[config.mk]
export PLATFORM = sky130hd
export DESIGN_NAME = lcd_dotclk_timing
export DESIGN_NICKNAME = d
export VERILOG_FILES = /design/src/rtl/lcdt_pkg.sv /design/src/rtl/lcdt_ctrl.sv /design/src/rtl/lcdt_datapath.sv /design/src/rtl/lcd_dotclk_timing.sv
export SDC_FILE = /design/constraint.sdc
export NUM_CORES = 1
export LEC_CHECK = 0
export CAP_MARGIN = 20
export CORE_MARGIN = 2
export CORE_UTILIZATION = 45
export CTS_CLUSTER_SIZE = 40
export DETAILED_ROUTE_END_ITERATION = 8
export PLACE_DENSITY = 0.71
export SYNTH_ARGS = -nofsm -noshare
export SYNTH_HDL_FRONTEND = slang
export SYNTH_SLANG_ARGS = --single-unit
[constraint.sdc]
create_clock -name clk -period 18.6 [get_ports clk]
set_input_delay 4.65 -clock clk [delete_from_list [all_inputs] [get_ports clk]]
set_output_delay 4.65 -clock clk [all_outputs]
set_load 0.01 [all_outputs]
[src/rtl/lcdt_pkg.sv]
package lcdt_pkg;

  typedef enum logic [1:0] {
    ST_IDLE  = 2'd0,
    ST_RUN   = 2'd1,
    ST_DRAIN = 2'd2
  } lcdt_state_e;

  // strobes from the control to the datapath
  typedef struct packed {
    logic start;    // idle -> run transition at this edge
    logic advance;  // raster counters step this cycle
    logic syncOn;   // registered sync enable
  } lcdt_strobe_t;

endpackage

[src/rtl/lcdt_ctrl.sv]
module lcdt_ctrl
  import lcdt_pkg::*;
(
  input  logic         clk,
  input  logic         rstN,
  input  logic         syncEn,
  input  logic         runReq,
  input  logic         fifoEmpty,
  output lcdt_strobe_t strb,
  output logic         runStatus
);

  lcdt_state_e stateQ, stateD;
  logic        syncOnQ;

  always_comb begin
    stateD = stateQ;
    unique case (stateQ)
      ST_IDLE:  if (runReq && syncOnQ) stateD = ST_RUN;
      ST_RUN:   if (!runReq)           stateD = ST_DRAIN;
      ST_DRAIN: if (fifoEmpty)         stateD = ST_IDLE;
      default:                         stateD = ST_IDLE;
    endcase
  end

  always_ff @(posedge clk or negedge rstN) begin
    if (!rstN) begin
      stateQ  <= ST_IDLE;
      syncOnQ <= 1'b0;
    end else begin
      stateQ  <= stateD;
      syncOnQ <= syncEn;
    end
  end

  assign strb.start   = (stateQ == ST_IDLE) && runReq && syncOnQ;
  assign strb.advance = (stateQ != ST_IDLE);
  assign strb.syncOn  = syncOnQ;
  assign runStatus    = (stateQ != ST_IDLE);

  AST_NO_START_WITHOUT_SYNC: assert property (@(posedge clk) disable iff (!rstN)
    (stateQ == ST_IDLE && !syncOnQ) |=> (stateQ == ST_IDLE));

  AST_DRAIN_WAITS_FIFO: assert property (@(posedge clk) disable iff (!rstN)
    (stateQ == ST_DRAIN && !fifoEmpty) |=> (stateQ != ST_IDLE));

endmodule

[src/rtl/lcdt_datapath.sv]
module lcdt_datapath
  import lcdt_pkg::*;
#(
  parameter int CNT_W  = 16,
  parameter int ADDR_W = 32
) (
  input  logic              clk,
  input  logic              rstN,
  input  lcdt_strobe_t      strb,
  input  logic [CNT_W-1:0]  cfgHTotal,
  input  logic [CNT_W-1:0]  cfgHSyncWidth,
  input  logic [CNT_W-1:0]  cfgHWait,
  input  logic [CNT_W-1:0]  cfgHActive,
  input  logic [CNT_W-1:0]  cfgVTotal,
  input  logic [CNT_W-1:0]  cfgVSyncWidth,
  input  logic [CNT_W-1:0]  cfgVWait,
  input  logic [CNT_W-1:0]  cfgVActive,
  input  logic              cfgHsyncHigh,
  input  logic              cfgVsyncHigh,
  input  logic              cfgDeHigh,
  input  logic              nextBufWe,
  input  logic [ADDR_W-1:0] nextBufAddr,
  output logic              hsyncO,
  output logic              vsyncO,
  output logic              deO,
  output logic              pixReqO,
  output logic              frameStartO,
  output logic              lineStartO,
  output logic [ADDR_W-1:0] curBufAddr
);

  localparam int EW    = CNT_W + 1;
  localparam int N_POL = 3;

  logic [CNT_W-1:0]  hCntQ, vCntQ;
  logic [EW-1:0]     hNext, vNext;
  logic              hEnd, vEnd, hInWin, vInWin, running, swap;
  logic [N_POL-1:0]  rawAct, polSel, polOut;
  logic [ADDR_W-1:0] nextBufQ, curBufQ;

  assign hNext  = {1'b0, hCntQ} + EW'(1);
  assign vNext  = {1'b0, vCntQ} + EW'(1);
  assign hEnd   = hNext >= {1'b0, cfgHTotal};
  assign vEnd   = vNext >= {1'b0, cfgVTotal};

  always_ff @(posedge clk or negedge rstN) begin
    if (!rstN) begin
      hCntQ <= '0;
      vCntQ <= '0;
    end else if (!strb.advance) begin
      hCntQ <= '0;
      vCntQ <= '0;
    end else if (hEnd) begin
      hCntQ <= '0;
      vCntQ <= vEnd ? '0 : vNext[CNT_W-1:0];
    end else begin
      hCntQ <= hNext[CNT_W-1:0];
    end
  end

  assign hInWin = ({1'b0, hCntQ} >= {1'b0, cfgHWait}) &&
                  ({1'b0, hCntQ} <  ({1'b0, cfgHWait} + {1'b0, cfgHActive}));
  assign vInWin = ({1'b0, vCntQ} >= {1'b0, cfgVWait}) &&
                  ({1'b0, vCntQ} <  ({1'b0, cfgVWait} + {1'b0, cfgVActive}));

  assign running   = strb.advance & strb.syncOn;
  assign rawAct[0] = running & (hCntQ < cfgHSyncWidth);
  assign rawAct[1] = running & (vCntQ < cfgVSyncWidth);
  assign rawAct[2] = running & hInWin & vInWin;
  assign polSel    = {cfgDeHigh, cfgVsyncHigh, cfgHsyncHigh};

  for (genvar gi = 0; gi < N_POL; gi++) begin : g_pol
    assign polOut[gi] = rawAct[gi] ? polSel[gi] : ~polSel[gi];
  end

  assign hsyncO      = polOut[0];
  assign vsyncO      = polOut[1];
  assign deO         = polOut[2];
  assign pixReqO     = rawAct[2];
  assign frameStartO = running & (hCntQ == '0) & (vCntQ == '0);
  assign lineStartO  = running & vInWin & (hCntQ == cfgHWait) & (cfgHActive != '0);

  // buffer base: next register, swapped into current at frame boundary
  assign swap = strb.start | (strb.advance & hEnd & vEnd);

  always_ff @(posedge clk or negedge rstN) begin
    if (!rstN) begin
      nextBufQ <= '0;
      curBufQ  <= '0;
    end else begin
      if (nextBufWe) nextBufQ <= nextBufAddr;
      if (swap)      curBufQ  <= nextBufQ;
    end
  end

  assign curBufAddr = curBufQ;

  AST_H_WRAP_ZERO: assert property (@(posedge clk) disable iff (!rstN)
    (strb.advance && hEnd) |=> (hCntQ == '0));

  AST_START_AT_ORIGIN: assert property (@(posedge clk) disable iff (!rstN)
    $rose(strb.advance) |-> (hCntQ == '0 && vCntQ == '0));

  AST_BUF_MIDFRAME_HOLD: assert property (@(posedge clk) disable iff (!rstN)
    (strb.advance && !(hEnd && vEnd)) |=> $stable(curBufQ));

endmodule

[src/rtl/lcd_dotclk_timing.sv]
module lcd_dotclk_timing
  import lcdt_pkg::*;
#(
  parameter int CNT_W  = 16,
  parameter int ADDR_W = 32
) (
  input  logic              clk,
  input  logic              rstN,
  input  logic [CNT_W-1:0]  cfgHTotal,
  input  logic [CNT_W-1:0]  cfgHSyncWidth,
  input  logic [CNT_W-1:0]  cfgHWait,
  input  logic [CNT_W-1:0]  cfgHActive,
  input  logic [CNT_W-1:0]  cfgVTotal,
  input  logic [CNT_W-1:0]  cfgVSyncWidth,
  input  logic [CNT_W-1:0]  cfgVWait,
  input  logic [CNT_W-1:0]  cfgVActive,
  input  logic              cfgHsyncHigh,
  input  logic              cfgVsyncHigh,
  input  logic              cfgDeHigh,
  input  logic              syncEn,
  input  logic              runReq,
  input  logic              fifoEmpty,
  input  logic              nextBufWe,
  input  logic [ADDR_W-1:0] nextBufAddr,
  output logic              hsyncO,
  output logic              vsyncO,
  output logic              deO,
  output logic              pixReqO,
  output logic              frameStartO,
  output logic              lineStartO,
  output logic              runStatus,
  output logic [ADDR_W-1:0] curBufAddr
);

  lcdt_strobe_t strb;

  lcdt_ctrl u_ctrl (
    .clk       (clk),
    .rstN      (rstN),
    .syncEn    (syncEn),
    .runReq    (runReq),
    .fifoEmpty (fifoEmpty),
    .strb      (strb),
    .runStatus (runStatus)
  );

  lcdt_datapath #(.CNT_W(CNT_W), .ADDR_W(ADDR_W)) u_dp (
    .clk           (clk),
    .rstN          (rstN),
    .strb          (strb),
    .cfgHTotal     (cfgHTotal),
    .cfgHSyncWidth (cfgHSyncWidth),
    .cfgHWait      (cfgHWait),
    .cfgHActive    (cfgHActive),
    .cfgVTotal     (cfgVTotal),
    .cfgVSyncWidth (cfgVSyncWidth),
    .cfgVWait      (cfgVWait),
    .cfgVActive    (cfgVActive),
    .cfgHsyncHigh  (cfgHsyncHigh),
    .cfgVsyncHigh  (cfgVsyncHigh),
    .cfgDeHigh     (cfgDeHigh),
    .nextBufWe     (nextBufWe),
    .nextBufAddr   (nextBufAddr),
    .hsyncO        (hsyncO),
    .vsyncO        (vsyncO),
    .deO           (deO),
    .pixReqO       (pixReqO),
    .frameStartO   (frameStartO),
    .lineStartO    (lineStartO),
    .curBufAddr    (curBufAddr)
  );

  AST_IDLE_INACTIVE: assert property (@(posedge clk) disable iff (!rstN)
    !runStatus |-> (hsyncO == !cfgHsyncHigh && vsyncO == !cfgVsyncHigh &&
                    deO == !cfgDeHigh && !pixReqO && !frameStartO && !lineStartO));

endmodule

==> results.toml <==
[run_status]
status = "finished clean"

[power]
max-vdd-ir-drop_mv = 0.0589
p_seq_frac = 0.373
fin_total_pwr_mw = 0.742
p_switching_mw = 0.229
leakage_nw = 5.76
power_density_nw_per_um2 = 65.2
p_clk_frac = 0.249
p_sw_frac = 0.308
p_comb_frac = 0.377
p_int_mw = 0.513

[timing]
worst_hold_slack_ns = 0.507
setup_ws_ns = 4.56
fin_crit_ns = 14.04
timing.final.max_slew_violations = 0
timing.setup.tns_ns = 0
fmax_ghz = 0.0712
worstMarginPinSlew_ns = 0.928
relSlewSlack = 0.380
finClkSkew_ns = 0.0139
hold_viol = 0
period_share = 0.755
finalSetupViolations = 0
grt_setup_unrepaired = "no"

[worst_hold_path]
holdPathEnd = "u_dp.curBufAddr[8]"
min_from = "u_dp.nextBufQ[8]"
min_path_type = "reg2reg"
hold_depth = 1

[run]
maxCapViolCount = 0

[yosys]
synth_area_sq_um = 8720
synth_area_leaders = "dfrtp_1, ha_1, mux2_4, inv_1, mux2_2"
syn_area_per_cell_sq_um = 9.68
synth_compound_area_frac = 0.150
synth_top_family_by_area = "adder cells"
synthXorXnorAreaFrac = 0.0573
netlist_instances = 901
synth-edff-count = 0
yosysWarnings = 0
synth_top_cell_by_area = "dfrtp_1"
synth.top_cell.area_share = 0.284
synthMuxAreaShare = 0.0956
synth_async_sr_flop_share = 1.00
synth_cell_types = 54
synth_fa_ha_area_frac = 0.234
ys_seq_area_frac = 0.284
synth-seq-cells = 99
synth_nets = 1232
synth_ff_type = "dfrtp_1"
yosys.area_share.simple = 0.123

[setup_path]
cpPeakStageDelay_ns = 0.55
arrival_ns = 9.39
worst-setup-path-type = "in2out"
critPathLaunchType = "primary input"
rrSetupSlack_ns = 13.71
endpoint_kind = "primary output"
path_cells = "clkdlybuf4s50_1 > ha_1 > fa_1 > nand2_1 > a21oi_1 > o41a_1 > a21boi_0 > nor2_1 > o21a_1 > o31ai_1 > ha_1 > nand2_1 > nor2_1 > a2111oi_0 > o21ai_0 > o21ai_0 > o211a_1 > xnor2_1 > clkdlybuf4s50_1"
path_max_fanout = 4
critPathRequiredTime_ns = 13.95
rr_startpoint = "u_dp.hCntQ[0]"
reg2reg_depth = 14
timing.rr.end = "u_dp.vCntQ[15]"
worst_path_max_delay_cell = "clkdlybuf4s50_1"

[floorplan]
core_sq_um = 18800
die-area_sq_um = 20500
die_w_microns = 143
row_count = 50
die_h_microns = 143
pin_count = 208
start_util = 0.463

[placement]
gp_congestion = 0.949
numPortBuffers = 207
dp.cells = 1355
place_area_sq_um = 11100
pre_cts_ws_ns = 4.64
dp_hpwl_mm = 18.0

[global_route]
grt_use_total = 0.220
grt_pass1_vias = 7319
gr-total-overflow = 0
antenna_found_initial = 0
grt_pass1_wl_mm = 36.1
grt_max_degree = 84

[layout]
drive_gt1_frac = 0.0818
mostFrequentLayoutCell = "clkdlybuf4s50_1"
syn_to_final_growth_pct = 30.6
finalNonFillerCells = 1373
finalNetCount = 1439
fillerInstances = 1628
design_area_sq_um = 11400
antennaDiodeCount = 0
utilization = 0.605
final_cell_mix = "clkdlybuf4s50_1, ha_1, inv_1, dfrtp_1, a21oi_1"

[clocking]
cts_tree = "built"
path_clk_slew_ns = 0.08
post_cts_buffers = 0
cts_resized = 0
cts-root-buf = "clkbuf_16"
cts_buffer_depth = 2
clk-insertion-delay-late_ns = 0.35
clock_sink_count = 99
cts_buffers = 9
ctsHtreeMaxLevel = 3
hold_buffers = 0

[routing]
drtAntennaViolNets = 0
num_vias = 7298
wl_per_cell_microns = 16.3
drcViolationCount = 0
via_per_inst = 5.32
drt_iter0_markers = 358
wirelength_mm = 22.4
drtPass1Iterations = 4
power groups by stage:
stage	combinational [mW]	sequential, mW	clock, mW
after floorplan	0.132	0.289	0
after CTS	0.282	0.277	0.189
after detailed placement	0.281	0.280	0
final	0.280	0.277	0.185
after global placement	0.277	0.279	0
after global routing	0.305	0.281	0.199
logic make-up (layout without fill, tap and decap cells):
logic type      Yosys count  in the layout
simple gates            201            201
fa+ha+maj               162            162
mux                      64             64
buf+inv                 121            333
xor+xnor                 57             57
compound gates          197            197
flops                    99             99
how the worst max path moves through the flow:
stage           startpoint  end  slack [ns]
3_5_place_dp   cfgVWait[0]  deO        4.64
4_1_cts        cfgVWait[0]  deO        4.60
6_report       cfgVWait[0]  deO        4.56
2_1_floorplan  cfgVWait[0]  deO        6.10
5_1_grt        cfgVWait[0]  deO        4.05
3_3_place_gp   cfgVWait[0]  deO        4.66
routing by layer:
metal,global-route usage,vias to the layer above,share of wire
li1,-,3684,-
met1,0.297,3417,0.45
met2,0.377,173,0.49
met3,0.0309,24,0.046
met4,0.0453,0,0.014
met5,0,-,0
synth_stat cells (4+ instances only):
| cell | number |
|---|---|
| a211oi_1 | 7 |
| mux2_2 | 34 |
| nand3_1 | 29 |
| a2111oi_0 | 5 |
| and2_1 | 7 |
| mux2_4 | 30 |
| o211ai_1 | 4 |
| or4_1 | 5 |
| o21ai_0 | 34 |
| xnor2_1 | 26 |
| clkbuf_1 | 7 |
| a32o_1 | 8 |
| and4_1 | 4 |
| nand2_1 | 31 |
| nor4_1 | 9 |
| nor3_1 | 12 |
| o21bai_1 | 5 |
| buf_2 | 4 |
| xor2_1 | 31 |
| nand3b_1 | 7 |
| a21o_1 | 31 |
| a221oi_1 | 5 |
| o21a_1 | 9 |
| nand4_1 | 15 |
| nor2_1 | 36 |
| nor2b_1 | 20 |
| nand2b_1 | 8 |
| inv_1 | 104 |
| a21oi_1 | 54 |
| and3_1 | 12 |
| a31oi_1 | 16 |
| ha_1 | 160 |
| dfrtp_1 | 99 |
critical path, delay by kind of cell:
family,cells,cell delay (ns)
AO/OA/AOI/OAI,9,2.38
adder cells (fa/ha/maj),3,0.93
XOR/XNOR,1,0.12
buffers and inverters,2,0.98
AND/OR/NAND/NOR,4,0.31
registers in the layout (all words and copies together) (netlist names):
signal,cells
u_dp.curBufAddr,32
u_ctrl.stateQ,2
u_dp.hCntQ,16
u_dp.nextBufQ,32
u_ctrl.syncOnQ,1
u_dp.vCntQ,16
area by class of cell:
type                            instances  area [sq um]  area share
Multi-Input combinational cell        681          5760       0.506
Clock buffer                            9           225      0.0198
Tap cell                              260           325      0.0286
Sequential cell                        99          2480       0.218
Timing Repair Buffer                  213          2140       0.188
Clock inverter                          7          70.1     0.00615
Inverter                              104           390      0.0343
(Power assumes the default switching activity.)
